### src/rtl/servo_axis_regs.sv
module servo_axis_regs #(
  parameter int NAXES = 3,
  parameter int DRV_W = 10,
  parameter int POS_W = 8,
  parameter int ERR_W = 3,
  parameter int AW    = 8
) (
  input  logic                   clk,
  input  logic                   rst,
  input  logic                   bus_rd,
  input  logic                   bus_wr,
  input  logic [AW-1:0]          bus_addr,
  input  logic [31:0]            bus_wdata,
  output logic [31:0]            bus_rdata,
  input  logic [NAXES*POS_W-1:0] pos_in,
  input  logic [NAXES*ERR_W-1:0] fault_in,
  output logic [NAXES*DRV_W-1:0] drive_out
);
  localparam int SLOT_W = AW - 4;

  logic [SLOT_W-1:0] slot;
  logic [1:0]        word;
  logic              mapped;
  logic [31:0]       rd_val;

  logic [DRV_W-1:0] drv_q [NAXES];
  logic [POS_W-1:0] pos_q [NAXES];
  logic [ERR_W-1:0] err_q [NAXES];

  assign slot   = bus_addr[AW-1:4];
  assign word   = bus_addr[3:2];
  assign mapped = (32'(slot) < NAXES) && (word != 2'd3);

  for (genvar g = 0; g < NAXES; g++) begin : g_axis
    logic             hit;
    logic [ERR_W-1:0] clr;

    assign hit = (slot == SLOT_W'(g));
    assign clr = (bus_wr && hit && word == 2'd2) ? bus_wdata[ERR_W-1:0] : '0;

    always_ff @(posedge clk) begin
      if (rst) begin
        drv_q[g] <= '0;
        pos_q[g] <= '0;
        err_q[g] <= '0;
      end else begin
        if (bus_wr && hit && word == 2'd0) drv_q[g] <= bus_wdata[DRV_W-1:0];
        pos_q[g] <= pos_in[g*POS_W +: POS_W];
        err_q[g] <= (err_q[g] & ~clr) | fault_in[g*ERR_W +: ERR_W];
      end
    end

    assign drive_out[g*DRV_W +: DRV_W] = (|err_q[g]) ? '0 : drv_q[g];

    p_fault_kills_drive_r7: assert property (@(posedge clk) disable iff (rst)
      (!$past(rst) && $past(|fault_in[g*ERR_W +: ERR_W])) |-> drive_out[g*DRV_W +: DRV_W] == '0);

    p_fault_latched_r5: assert property (@(posedge clk) disable iff (rst)
      (!$past(rst) && $past(|fault_in[g*ERR_W +: ERR_W])) |-> (|err_q[g]));
  end

  always_comb begin
    rd_val = '0;
    for (int i = 0; i < NAXES; i++) begin
      if (slot == SLOT_W'(i)) begin
        case (word)
          2'd0:    rd_val = {{(32-DRV_W){drv_q[i][DRV_W-1]}}, drv_q[i]};
          2'd1:    rd_val = {{(32-POS_W){pos_q[i][POS_W-1]}}, pos_q[i]};
          2'd2:    rd_val = {{(32-ERR_W){1'b0}}, err_q[i]};
          default: rd_val = '0;
        endcase
      end
    end
  end

  always_ff @(posedge clk) begin
    if (rst)         bus_rdata <= '0;
    else if (bus_rd) bus_rdata <= rd_val;
  end

  p_reset_clear_r1: assert property (@(posedge clk) disable iff (rst)
    $past(rst) |-> (bus_rdata == '0 && drive_out == '0));

  p_unmapped_zero_r8: assert property (@(posedge clk) disable iff (rst)
    (!$past(rst) && $past(bus_rd) && !$past(mapped)) |-> bus_rdata == '0);

  p_rdata_hold_r9: assert property (@(posedge clk) disable iff (rst)
    (!$past(rst) && !$past(bus_rd)) |-> $stable(bus_rdata));
endmodule

### config.mk
export PLATFORM = sky130hd
export DESIGN_NAME = servo_axis_regs
export DESIGN_NICKNAME = d
export VERILOG_FILES = /design/src/rtl/servo_axis_regs.sv
export SDC_FILE = /design/constraint.sdc
export NUM_CORES = 1
export LEC_CHECK = 0
export ABC_AREA = 1
export CAP_MARGIN = 20
export CORE_MARGIN = 1
export CORE_UTILIZATION = 28
export DETAILED_ROUTE_END_ITERATION = 8
export SYNTH_ARGS = -nofsm -noshare
export SYNTH_HDL_FRONTEND = slang
export SYNTH_SLANG_ARGS = --single-unit
export TNS_END_PERCENT = 100
### constraint.sdc
create_clock -name clk -period 1.3 [get_ports clk]
set_input_delay 0.13 -clock clk [delete_from_list [all_inputs] [get_ports clk]]
set_output_delay 0.13 -clock clk [all_outputs]
set_load 0.05 [all_outputs]
Yosys cells after proc, flatten, opt, wreduce, memory -nomap -nowiden. Memory sizes are Yosys's and may differ from the RTL's. Index checks and enable logic that the tools add are counted.

Input bits: 77. Bits in writable memories: 63. Output and inout bits: 62. Memories: 3. Flip-flop bits (word level): 32.

Memory list: drv_q (depth 3, bits a word 10, rd ports 3, clocked after memory_dff 0, write ports 3, line 26) `logic [DRV_W-1:0] drv_q [NAXES];`; pos_q (depth 3, bits a word 8, rd ports 3, clocked after memory_dff 0, write ports 3, line 27) `logic [POS_W-1:0] pos_q [NAXES];`; err_q (depth 3, bits a word 3, rd ports 3, clocked after memory_dff 0, write ports 3, line 28) `logic [ERR_W-1:0] err_q [NAXES];`.

Reduce and logical (&&, ||, !) cells: 14. Bitwise logic cells: 18. Multiplexer cells: 33. Equal/unequal tests: 4.

Operators with widths (count): one-hot mux 32 bit (3 select lines) (3); two-way mux 32 bit (3); two-way mux 10 bit (6); two-way mux 8 bit (3); two-way mux 3 bit (6); two-way mux 1 bit (12); bitwise AND 3 bit (3); logical AND 1 bit (9); inverter 3 bit (3); OR 1 bit (9); OR 3 bit (3); OR reduction 3 bit (3); == test 4 x 1 -> 1 bit (second input constant) (1); == test 4 x 2 -> 1 bit (second input constant) (1); logical NOT 4 bit (1); == test 2 x 1 -> 1 bit (second input constant) (1); == test 2 bit (second input constant) (1); logical NOT 2 bit (1).

Logic depth before layout (Yosys ltp).
Depth in word-level cells: 8. Mapped depth: 10. Mapped depth without buffers: 8.

Worst setup path before layout. OpenSTA, ideal clock, no wires.

Kind: flip-flop to output port. From: memory err_q[2][2]. To: output port drive_out[20]. Required time: 1170 ps. Setup slack: -337 ps. Arrival time: 1507 ps. Stages on the path, launching flop included: 4. Cell sequence: dfxtp_1 -> or3_1 -> clkbuf_1 -> nor2_1.

RTL lines: start: declaration (line 28); end: declaration (line 17) `output logic [NAXES*DRV_W-1:0] drive_out`.

==> results.md <==
* Final net count at 714
* Pins Over Slew Limit at 0
* Detail Route Antenna Nets at 0
* Clk_skew at 15.6 ps
* Initial Utilization at 29.0%
* Clock Power Share at 36.7%
* HP Class: in -> reg
* Vias in the first global route at 3684
* Clock sinks at 73
* Cells after Synth at 489
* Initial antenna violation count at 0
* Yosys reg bits at 73
* Worst slew pin tran at 488 ps
* Area fraction in compound gates after synthesis at 6.74%
* Net Sw Frac at 28.8%
* Lkg Pwr at 2.95 nW
* Critical path endpoint category: output port
* DR vias/cell at 4.53
* Multi-input gate area at 1740 µm²
* Maximum clock path buffer count at 2
* Setup crit start kind: register
* Syn-to-layout area delta at 82.6%
* Syn Std Cell Area at 3690 µm²
* Most common cell in the netlist: nor2_1
* Share of cells above drive strength 1 at 34.0%
* CTS Buf Count at 9
* Post-Synth Simple-Gate Area at 29.6%
* DRC at 0
* Critical path's slowest cell: or3_4
* Pint at 4.71 mW
* R2R cell count at 7
* Commonest cells in the netlist: 108 x nor2_1, 97 x nand2_1, 76 x inv_1
* Clock transition at path regs at 60 ps
* Clk_lat worst skew at 340 ps
* Dominant cells by area after synthesis: edfxtp_1 24%, dfxtp_1 23%, nor2_1 11%
* Gate power share at 24.3%
* Fin crit period at 1600 ps
* Synth unique cells at 27
* Peak per-stage delay on the critical path at 490 ps
* Crit Path Class: reg -> out
* Sequential element share of the synthesized area at 47.7%
* Worst-path fanout max at 5
* Sequential share of power at 38.9%
* Port Buffer Count at 114
* Ant. Diodes at 0
* Largest net degree at the start of global routing at 44
* Pwr Total at 6.62 mW
* DRT Wirelength at 12600 µm
* Worst-path cell chain: or3_4 > nor2_4 > buf_12
* Max rail drop VDD at 0.572 mV
* CP delay by family, top: simple AND/OR/NAND/NOR gates
* Area leader, netlist: edfxtp_1
* CTS HTree Levels at 3
* Syn. warnings at 0
* Pwr/cell area at 981 nW/µm²
* Hold buffer count at cts at 0
* # rows at 41
* I/O pin total at 139
* Total congestion overflow at 0
* Critical path depth at 3
* DRT iter0 DRCs at 200
* Synth Area in XOR/XNOR at 0%
* Main synth FF type: dfxtp_1
* Final Hold Viols at 0
* Status: finished, violations left
* Die area at 13700 µm²
* First drt pass iteration count at 4
* Reg area at 1770 µm²
* Min-Delay Path Depth at 3
* CTS root buffer: clkbuf_16
* Multiplexer share of the synthesized area at 0%
* FFs w/ async S/R, synth at 0%
* Crit share post-route at 123%
* Die H at 117 µm
* Wirelength per Cell at 15.5 µm
* GRT Total Usage at 19.2%
* Adder-Cell Fraction of Synth Area at 0%
* Buf/Inv on CP at 1
* CP Data Arrival Time at 1470 ps
* Fillers at 1158
* EDFF count, synth at 30
* Final worst slack at -299 ps
* Top cell type's share of synthesized area at 24.4%
* TritonCTS clock tree: built
* Post-Syn Area per Cell at 7.55 µm²
* Net load switching power at 1.91 mW
* Min Hold Slack at 308 ps
* Post-synth net total at 566
* Worst slew margin at 67.5%
* Fin area at 6740 µm²
* Placement Cell Area at 6030 µm²
* Final setup vio count at 30
* Max-Cap Viols at 0
* Failing checks: negative setup slack
* RSZ-0062 raised after global routing: yes
* Horiz. Die Dim at 117 µm
* DR vias at 3688
* Core area at 12700 µm²
* WP data required at 1170 ps
* Fmax at 0.625 GHz
* First-pass GRT wire length at 19000 µm
* Post-DP HPWL at 8770 µm
* RD Place Congestion at 0.889
* Largest family of logic cells by synthesized area: simple AND/OR/NAND/NOR gates
-- cells in the final DEF, fill, tap and decap left out, types with 2 or more instances in the layout --
cell              n
buf_4            40
edfxtp_1         30
buf_12           71
nand2_2           2
dfxtp_2           5
or3_4             6
dfxtp_1          37
inv_4             2
dlymetal6s2s_1    2
nand3_4           3
buf_16            2
a21oi_2           6
nand2_1          94
clkinv_2          2
inv_1            73
nor2_4           36
nand3_2           2
buf_6             4
o21ai_0           9
clkinv_1          3
o21ai_1           5
o21ai_2           7
nor2_1           74
nand3_1          34
clkdlybuf4s50_1  46
dlygate4sd2_1     3
clkbuf_16        11
a21oi_1          13
inv_2             3
clkinv_4          2
nand2_4           3
-- area by class of cell --
| type | count | area share, % |
|---|---|---|
| timing repair buffer | 172 | 35.7 |
| sequential | 73 | 26.3 |
| multi-input combinational | 300 | 25.8 |
| inverter | 81 | 4.62 |
| clock buffer | 11 | 3.92 |
| tap | 172 | 3.19 |
| clock inverter | 5 | 0.501 |
-- logic make-up after synthesis --
group,count (synthesis)
flops,73
buf+inv,121
compound gates,40
simple gates,255
-- per-stage QoR --
| stage | utilization (%) | setup slack [ps] | setup TNS [ps] | std cells |
|---|---|---|---|---|
| 6_report | 53.0 | -299 | -8270 | 814 |
| 5_1_grt | 53.0 | -330 | -9200 | 814 |
| 4_1_cts | 51.9 | -305 | -8670 | 807 |
| 3_5_place_dp | 47.4 | -544 | -33440 | 776 |
| 3_3_place_gp | 47.4 | -480 | -31300 | 776 |
| 2_1_floorplan | - | 0.309 | 0 | 489 |
-- sequential cells by signal, summed over array words and instances, names as in the netlist --
name and flops:
drv_q 30, pos_q 24, bus_rdata 10, err_q 9
-- worst paths after layout --
| kind | start | endpoint | slack (ps) |
|---|---|---|---|
| worst min register to register | bus_rdata[0] | bus_rdata[0] | 500 |
| worst min-delay path | pos_in[13] | pos_q[1][5] | 310 |
| worst max register to register | err_q[1][2] | bus_rdata[2] | 220 |
| worst max-delay path | err_q[1][1] | drive_out[19] | -300 |
-- metal layers --
layer,track usage [%],part of all wire [%]
met1,23.8,41
met3,4.33,7.6
met5,0,0
met4,6.33,1.9
met2,33.1,50
-- worst reg2reg max path, delay by kind of cell (launching register included) --
family | cells | cell delay [ps]
flip-flops | 1 | 380
AO/OA/AOI/OAI | 1 | 110
AND/OR/NAND/NOR | 5 | 360
buffers and inverters | 1 | 140
-- timing repair --
item	4_1_cts	5_1_grt
pin swaps	15	11
gates resized for setup	34	16
gates cloned	7	2
setup endpoints to repair	129	97
buffers inserted	8	5
-- power by group through the flow --
stage          logic (mW)  registers, mW  clock network, mW
6_report             1.61           2.58               2.43
5_1_grt              1.69           2.59               2.55
4_1_cts              1.57           2.57               2.46
3_5_place_dp         1.49           2.61                  0
3_3_place_gp         1.48           2.61                  0
2_1_floorplan       0.790           2.61                  0
Power figures use the tool's default switching activity.
